$ cat config.mk
export PLATFORM = sky130hd
export DESIGN_NAME = flash_trig_guard
export DESIGN_NICKNAME = d
export VERILOG_FILES = /design/src/rtl/flt_pkg.sv /design/src/rtl/ta_unlock.sv /design/src/rtl/guard_ctrl_reg.sv /design/src/rtl/op_sequencer.sv /design/src/rtl/flash_trig_guard.sv
export SDC_FILE = /design/constraint.sdc
export NUM_CORES = 1
export LEC_CHECK = 0
export BUFFER_PORTS_ARGS = -buffer_cell sky130_fd_sc_hd__buf_2
export CAP_MARGIN = 20
export CORE_AREA = 4 4 41 43
export CTS_CLUSTER_DIAMETER = 100
export DETAILED_ROUTE_END_ITERATION = 8
export DIE_AREA = 0 0 45 47
export GPL_TIMING_DRIVEN = 0
export PLACE_DENSITY_LB_ADDON = 0.05
export SYNTH_ARGS = -nofsm -noshare
export SYNTH_HDL_FRONTEND = slang
export SYNTH_SLANG_ARGS = --single-unit
$ cat constraint.sdc
create_clock -name clk -period 3.05 [get_ports clk]
set_input_delay 0.915 -clock clk [delete_from_list [all_inputs] [get_ports clk]]
set_output_delay 0.915 -clock clk [all_outputs]
set_load 0.02 [all_outputs]
$ cat src/rtl/flt_pkg.sv
`timescale 1ns/1ps
// Package: shared state encodings for the timed-access flash trigger.
// Assumes: consumed by every module of flash_trig_guard.
package flt_pkg;
    typedef enum logic [1:0] {
        UL_IDLE = 2'd0,
        UL_HALF = 2'd1,
        UL_OPEN = 2'd2
    } ul_state_t;

    typedef enum logic {
        SQ_IDLE = 1'b0,
        SQ_BUSY = 1'b1
    } sq_state_t;
endpackage

$ cat src/rtl/ta_unlock.sv
`timescale 1ns/1ps
// Module: ta_unlock
// Tracks the two-byte key sequence and opens a short window for one
// protected write. Assumes that at most one bus write happens per cycle and
// that key_wr, prot_wr and other_wr are mutually exclusive decodes of it.
module ta_unlock
    import flt_pkg::*;
#(
    parameter int          DATA_W     = 8,
    parameter logic [7:0]  KEY_FIRST  = 8'hAA,
    parameter logic [7:0]  KEY_SECOND = 8'h55,
    parameter int          WINDOW     = 4
) (
    input  logic              clk,
    input  logic              rst_n,
    input  logic              key_wr,
    input  logic              prot_wr,
    input  logic              other_wr,
    input  logic [DATA_W-1:0] wdata,
    output logic              grant
);
    localparam int WIN_W = $clog2(WINDOW + 1);

    ul_state_t        state_q, state_d;
    logic [WIN_W-1:0] win_q, win_d;
    logic             is_first, is_second;

    // Compare the written byte against the two key values.
    always_comb begin
        is_first  = (wdata[7:0] == KEY_FIRST);
        is_second = (wdata[7:0] == KEY_SECOND);
    end

    // A protected write is honoured only while the window is open.
    assign grant = (state_q == UL_OPEN) && prot_wr;

    // Next-state logic for the key sequence and the window countdown.
    always_comb begin
        state_d = state_q;
        win_d   = win_q;
        unique case (state_q)
            UL_IDLE: begin
                if (key_wr && is_first) state_d = UL_HALF;
            end
            UL_HALF: begin
                if (key_wr && is_second) begin
                    state_d = UL_OPEN;
                    win_d   = WIN_W'(WINDOW);
                end else if (key_wr || prot_wr || other_wr) begin
                    state_d = UL_IDLE;
                end
            end
            UL_OPEN: begin
                if (key_wr) begin
                    state_d = is_first ? UL_HALF : UL_IDLE;
                end else if (prot_wr) begin
                    state_d = UL_IDLE;
                end else if (win_q == WIN_W'(1)) begin
                    state_d = UL_IDLE;
                end else begin
                    win_d = win_q - WIN_W'(1);
                end
            end
            default: state_d = UL_IDLE;
        endcase
    end

    // State and window registers with synchronous reset.
    always_ff @(posedge clk) begin
        if (!rst_n) begin
            state_q <= UL_IDLE;
            win_q   <= '0;
        end else begin
            state_q <= state_d;
            win_q   <= win_d;
        end
    end

    // an honoured write closes the window.
    p_one_grant_r5: assert property (@(posedge clk) disable iff (!rst_n)
        grant |=> !grant);

    // the window opens only after a second-key write.
    p_open_after_key_r2: assert property (@(posedge clk) disable iff (!rst_n)
        ((state_q == UL_OPEN) && !$past(state_q == UL_OPEN))
            |-> $past(key_wr && is_second));

    // the window never holds more than WINDOW cycles.
    p_window_bound_r4: assert property (@(posedge clk) disable iff (!rst_n)
        (state_q == UL_OPEN) |-> (win_q != '0) && (win_q <= WIN_W'(WINDOW)));
endmodule

$ cat src/rtl/guard_ctrl_reg.sv
`timescale 1ns/1ps
// Module: guard_ctrl_reg
// Holds the protected enable bit. It is written only when the unlock logic
// grants the current protected write and that write targets the control
// address. Assumes the grant is already qualified by the address decode.
module guard_ctrl_reg #(
    parameter int DATA_W     = 8,
    parameter int ENABLE_BIT = 0
) (
    input  logic              clk,
    input  logic              rst_n,
    input  logic              ctrl_grant,
    input  logic [DATA_W-1:0] wdata,
    output logic              enable
);
    // Enable bit register; it changes only on a granted write.
    always_ff @(posedge clk) begin
        if (!rst_n)          enable <= 1'b0;
        else if (ctrl_grant) enable <= wdata[ENABLE_BIT];
    end

    // the enable bit never changes without a grant.
    p_enable_guarded_r2: assert property (@(posedge clk) disable iff (!rst_n)
        !$past(ctrl_grant) |-> $stable(enable));
endmodule

$ cat src/rtl/op_sequencer.sv
`timescale 1ns/1ps
// Module: op_sequencer
// Starts one flash operation per accepted trigger, holds the processor while
// it runs and releases it after the engine's done pulse. Assumes fop_done is
// a single-cycle pulse. lock_cfg is taken in only to show that it plays no
// part.
module op_sequencer
    import flt_pkg::*;
(
    input  logic clk,
    input  logic rst_n,
    input  logic trig_req,
    input  logic enable,
    input  logic fop_done,
    input  logic lock_cfg,
    output logic fop_start,
    output logic busy
);
    sq_state_t state_q;
    logic      launch;

    // A trigger is acted on only when it is enabled and nothing is running.
    assign launch = trig_req && enable && (state_q == SQ_IDLE);
    assign busy   = (state_q == SQ_BUSY);

    // Operation state and the registered start pulse.
    always_ff @(posedge clk) begin
        if (!rst_n) begin
            state_q   <= SQ_IDLE;
            fop_start <= 1'b0;
        end else begin
            fop_start <= launch;
            unique case (state_q)
                SQ_IDLE: if (launch)   state_q <= SQ_BUSY;
                SQ_BUSY: if (fop_done) state_q <= SQ_IDLE;
                default:               state_q <= SQ_IDLE;
            endcase
        end
    end

    // the start output is a single-cycle pulse.
    p_start_pulse_r6: assert property (@(posedge clk) disable iff (!rst_n)
        fop_start |=> !fop_start);

    // the hold is high whenever a start is issued.
    p_hold_with_start_r8: assert property (@(posedge clk) disable iff (!rst_n)
        fop_start |-> busy);

    // no start while an operation runs on without done.
    p_no_restart_r9: assert property (@(posedge clk) disable iff (!rst_n)
        (busy && !fop_done) |=> !fop_start);

    // a start requires the enable bit in the cycle before.
    p_needs_enable_r7: assert property (@(posedge clk) disable iff (!rst_n)
        fop_start |-> $past(enable));

    // lock_cfg does not keep an eligible trigger from starting.
    p_lock_no_block_r11: assert property (@(posedge clk) disable iff (!rst_n)
        (trig_req && enable && !busy && lock_cfg) |=> fop_start);
endmodule

$ cat src/rtl/flash_trig_guard.sv
`timescale 1ns/1ps
// Module: flash_trig_guard (top)
// Decodes the register bus, wires the key sequence, the enable register and
// the operation sequencer together, and drives the read data and the
// oscillator request. Assumes one bus write per cycle and reads that are
// combinational from bus_addr.
module flash_trig_guard #(
    parameter int          ADDR_W     = 8,
    parameter int          DATA_W     = 8,
    parameter logic [7:0]  KEY_ADDR   = 8'h10,
    parameter logic [7:0]  CTRL_ADDR  = 8'h11,
    parameter logic [7:0]  TRIG_ADDR  = 8'h12,
    parameter logic [7:0]  KEY_FIRST  = 8'hAA,
    parameter logic [7:0]  KEY_SECOND = 8'h55,
    parameter int          WINDOW     = 4,
    parameter int          ENABLE_BIT = 0,
    parameter int          GO_BIT     = 0
) (
    input  logic              clk,
    input  logic              rst_n,
    input  logic [ADDR_W-1:0] bus_addr,
    input  logic [DATA_W-1:0] bus_wdata,
    input  logic              bus_we,
    output logic [DATA_W-1:0] bus_rdata,
    output logic              cpu_hold,
    output logic              fop_start,
    input  logic              fop_done,
    input  logic              ext_clk_sel,
    output logic              osc_req,
    input  logic              lock_cfg
);
    logic sel_key, sel_ctrl, sel_trig;
    logic key_wr, prot_wr, other_wr;
    logic grant, enable, busy, trig_req;

    // Address decode of the current bus cycle.
    always_comb begin
        sel_key  = (bus_addr == ADDR_W'(KEY_ADDR));
        sel_ctrl = (bus_addr == ADDR_W'(CTRL_ADDR));
        sel_trig = (bus_addr == ADDR_W'(TRIG_ADDR));
        key_wr   = bus_we && sel_key;
        prot_wr  = bus_we && (sel_ctrl || sel_trig);
        other_wr = bus_we && !sel_key && !sel_ctrl && !sel_trig;
    end

    ta_unlock #(
        .DATA_W     (DATA_W),
        .KEY_FIRST  (KEY_FIRST),
        .KEY_SECOND (KEY_SECOND),
        .WINDOW     (WINDOW)
    ) u_unlock (
        .clk      (clk),
        .rst_n    (rst_n),
        .key_wr   (key_wr),
        .prot_wr  (prot_wr),
        .other_wr (other_wr),
        .wdata    (bus_wdata),
        .grant    (grant)
    );

    guard_ctrl_reg #(
        .DATA_W     (DATA_W),
        .ENABLE_BIT (ENABLE_BIT)
    ) u_ctrl (
        .clk        (clk),
        .rst_n      (rst_n),
        .ctrl_grant (grant && sel_ctrl),
        .wdata      (bus_wdata),
        .enable     (enable)
    );

    assign trig_req = grant && sel_trig && bus_wdata[GO_BIT];

    op_sequencer u_seq (
        .clk       (clk),
        .rst_n     (rst_n),
        .trig_req  (trig_req),
        .enable    (enable),
        .fop_done  (fop_done),
        .lock_cfg  (lock_cfg),
        .fop_start (fop_start),
        .busy      (busy)
    );

    // Read mux: only the enable bit is visible; key and go read as zero.
    always_comb begin
        bus_rdata = '0;
        if (sel_ctrl) bus_rdata[ENABLE_BIT] = enable;
    end

    assign cpu_hold = busy;
    assign osc_req  = enable || busy || !ext_clk_sel;

    // the oscillator is requested whenever flash operations are enabled.
    p_osc_on_enable_r10: assert property (@(posedge clk) disable iff (!rst_n)
        (enable || cpu_hold) |-> osc_req);

    // the go bit always reads back as zero.
    p_go_reads_zero_r6: assert property (@(posedge clk) disable iff (!rst_n)
        sel_trig |-> (bus_rdata == '0));
endmodule

==> summary by stage <==
Run status
The run finished with clean final reports.

Timing
Derived from the worst setup path, the maximum achievable clock frequency is around 360 MHz. The final-report max-slew violation count is 0. The final critical path time including I/O delays and setup is roughly 2.8 ns. Across all setup checks in the final design, the least slack found is 0.2947 ns.

Setup violations remaining at the end of the flow were counted as 0. The final number of hold-violating endpoints is 0. The part of the cycle the worst path needs is 0.9034. The clock arrives with between 0.0002 and 0.00025 ns of skew.

Summed over all failing endpoints, the final setup total negative slack is 0 ns. Setup repair after global routing left no endpoint under its margin.

CTS
TritonCTS built the clock tree. The clock-pin slew on the worst setup and hold paths is about 0.050 ns. The number of hold buffers added after cts is 0. The clock net in this run drives a total of 8 sinks. Counting the buffers created by CTS gives 3. The worst-case clock buffer depth is 2.

The number of setup buffers added after CTS is 0. CTS built an H-tree with a depth of 1. The insertion delay to the later sink of the worst-skew pair is around 0.25 ns. The post-cts gate resize count is 0.

The root buffer cell chosen for the clock tree is sky130_fd_sc_hd__clkbuf_4.

Floorplan
The boundary pin count is 33. For this configuration, the core starts out at a cell density of 0.4462. From bottom edge to top edge, the die measures 47 um.

The floorplan die area is 0.002115 mm2. After floorplanning, the core was divided into 13 placement rows. The die width is 45 um. The core box area is between 0.001 and 0.0015 mm2.

Critical path
The sort of element at the start of the critical path is an input port. The type of destination of the critical path is a primary output. Counting cells, the worst reg-to-reg path comes to 7.

In this run the critical register-to-register path is captured at u_unlock.state_q[1]$_SDFFE_PN0P_. The register-to-register setup slack is 1.67 ns. The category of the most critical setup path is input port to primary output. Of all nets on the critical path, the largest fanout is 4.

In this run the critical register-to-register path is launched from u_unlock.win_q[1]$_SDFFE_PN0P_. The data arrival time at the worst-slack endpoint is about 1.8 ns. The critical path required time is 2.13 ns.

Synthesis
The cell count after synthesis came out at between 60 and 70. Of the synthesized area, sequential elements account for 0.2759. The synthesized flop and latch total is 8. The netlist uses 32 different library cells.

The total of warnings raised by yosys is 0. The average footprint of a synthesized cell is between 9 and 10 um2. Summing every instance area after synthesis gives between 500 and 600 um2.

Power and ir drop
Summed over all cells, the static leakage comes to around 0.36 nW. The power per cell area is approximately 300 mW/mm2. The largest vdd supply drop is around 0.00019 V.

Global route
Summed over all layers, the global routing overflow is 0. The combined global-route utilization of all metal layers is 0.1190. Entering global routing, the biggest net connects 8 pins.

The number of antenna violations at the first check in global routing is 0. The first-pass GRT wire length is around 1800 um. The number of global-route vias before repair is ~460.

Route
The total number of vias is roughly 540. In this run, the number of DRC markers left after iteration 0 of detailed routing was 3. The number of detailed-routing iterations run before antenna repair is 4. In the final routed layout, each cell accounts on average for 10.19 um.

The sum of routed wire length over all layers is about 1100 um. In the routed design, unresolved DRC markers number 0. Dividing the detail-routed via count by the number of cells gives 4.848. Once detail routing completed, the nets flagged for antenna violations numbered 0.

Final layout
In the final design database the tool counted roughly 120 nets. The area overhead of the layout relative to synthesis is 31.68%. Leaving out fill and tap cells, the most frequent cells in the layout are sky130_fd_sc_hd__buf_2 (24), sky130_fd_sc_hd__dfxtp_1 (8), sky130_fd_sc_hd__buf_4 (7), sky130_fd_sc_hd__conb_1 (7).

After routing the design area is roughly 760 um2. Of the cells placed in the final design, the portion with a size suffix greater than 1 is 0.4330. The repair_antennas step left the layout with diodes totalling 0.

The total of fill cells in the finished design is 132. The most common library cell in the layout ignoring fill and taps is sky130_fd_sc_hd__buf_2. The utilization after layout is 0.5875.

Worst hold path
The min-delay analysis places its worst path in the category flip-flop to flip-flop. The worst hold path terminates at u_unlock.win_q[0]$_SDFFE_PN0P_. The worst hold path depth is 1. The worst hold path begins at u_unlock.win_q[0]$_SDFFE_PN0P_.

Placed design
The count of buffers added on input and output ports is 24. The weighted congestion at the end of routability-driven global placement is roughly 0.75. The placed instances occupy a cell area of approximately 740 um2. The setup slack at placement is between 0.2 and 0.3 ns. The detailed placer's ending HPWL is ~1000 um.

Job
The number of maximum-capacitance constraint violations is 0.
critical path, cell delays in order:
cell and delay, ns:
sky130_fd_sc_hd__buf_2 0.11, sky130_fd_sc_hd__nor4b_4 0.28, sky130_fd_sc_hd__and2_4 0.21, sky130_fd_sc_hd__and3_2 0.17, sky130_fd_sc_hd__buf_2 0.15
layer usage:
metal | GRT usage | up-vias | part of all wire
met5 | 0 | - | 0
met4 | 0.03509 | 0 | 0.0070
met3 | 0.04215 | 2 | 0.12
met2 | 0.1921 | 23 | 0.47
met1 | 0.1494 | 234 | 0.40
li1 | - | 284 | -
worst max path at each step:
stage                         to         from  depth (start not counted)  slack, ns
floorplan           bus_rdata[0]  bus_addr[3]                          3       0.52
global placement    bus_rdata[0]  bus_addr[3]                          5       0.29
detailed placement  bus_rdata[0]  bus_addr[3]                          5       0.28
CTS                 bus_rdata[0]  bus_addr[3]                          5       0.28
global route        bus_rdata[0]  bus_addr[3]                          5       0.24
finish              bus_rdata[0]  bus_addr[3]                          5       0.29
kinds of logic (layout without fill, tap and decap cells):
logic type | after synthesis | count (layout) | share of synthesized area
multiplexers | 1 | 1 | 0.01724
flip-flops | 8 | 8 | 0.2759
AND/OR/NAND/NOR | 29 | 29 | 0.3793
other | 1 | 7 | 0.006459
buffers and inverters | 13 | 40 | 0.1293
adder cells (fa/ha/maj) | 2 | 2 | 0.04310
AO/OA/AOI/OAI | 10 | 10 | 0.1487
registers in the layout, indices dropped and copies added (netlist names):
name / cells
u_unlock.win_q: 3
u_seq.busy: 1
u_ctrl.enable: 1
u_seq.fop_start: 1
u_unlock.state_q: 2
cell type report:
class,instances,area [um2],share of cell area
buffer,7,52.55,0.06874
clock buffer,3,22.52,0.02946
inverter,6,22.52,0.02946
multi-input combinational,49,367.9,0.4812
sequential,8,160.2,0.2095
tap,15,18.77,0.02455
timing repair buffer,24,120.1,0.1571
cells in the mapped netlist:
cell type	n	share of area
sky130_fd_sc_hd__dfxtp_1	8	0.28
sky130_fd_sc_hd__buf_4	7	0.091
sky130_fd_sc_hd__inv_1	6	0.039
sky130_fd_sc_hd__nor2_1	6	0.039
sky130_fd_sc_hd__nand2_1	3	0.019
sky130_fd_sc_hd__nand4_1	3	0.032
sky130_fd_sc_hd__nor4bb_1	3	0.052
sky130_fd_sc_hd__o21ai_0	3	0.026
sky130_fd_sc_hd__ha_1	2	0.043
sky130_fd_sc_hd__a211oi_1	1	0.013
sky130_fd_sc_hd__a21o_1	1	0.013
sky130_fd_sc_hd__a21oi_1	1	0.0086
sky130_fd_sc_hd__a31o_1	1	0.015
sky130_fd_sc_hd__a31oi_4	1	0.037
sky130_fd_sc_hd__and2_1	1	0.011
sky130_fd_sc_hd__and2_4	1	0.015
sky130_fd_sc_hd__and2b_2	1	0.015
sky130_fd_sc_hd__and3_2	1	0.013
sky130_fd_sc_hd__conb_1	1	0.0065
sky130_fd_sc_hd__mux2i_1	1	0.017
sky130_fd_sc_hd__nand3_1	1	0.0086
sky130_fd_sc_hd__nand3_2	1	0.017
sky130_fd_sc_hd__nand3b_1	1	0.013
sky130_fd_sc_hd__nand4b_1	1	0.015
sky130_fd_sc_hd__nor2b_1	1	0.011
sky130_fd_sc_hd__nor3b_1	1	0.013
sky130_fd_sc_hd__nor4_4	1	0.037
sky130_fd_sc_hd__nor4b_1	1	0.015
sky130_fd_sc_hd__nor4b_4	1	0.041
sky130_fd_sc_hd__o31ai_2	1	0.022
sky130_fd_sc_hd__o41ai_1	1	0.015
sky130_fd_sc_hd__or4_1	1	0.013
through the flow:
step	hold slack (ns)	cells	power [mW]
final	0.4847	112	0.2247
after global routing	0.5048	112	0.2381
after CTS	0.4864	112	0.2288
after detailed placement	0.4736	109	0.1499
after global placement	0.4674	109	0.1494
after floorplan	0.4473	70	0.1305
power by group:
part	switching, mW	internal (mW)
Combinational	0.0225	0.0207
Sequential	0.000000245	0.105
Clock	0.0321	0.0448
Total	0.0546	0.170
No activity file was read; power rests on OpenSTA's default activity.
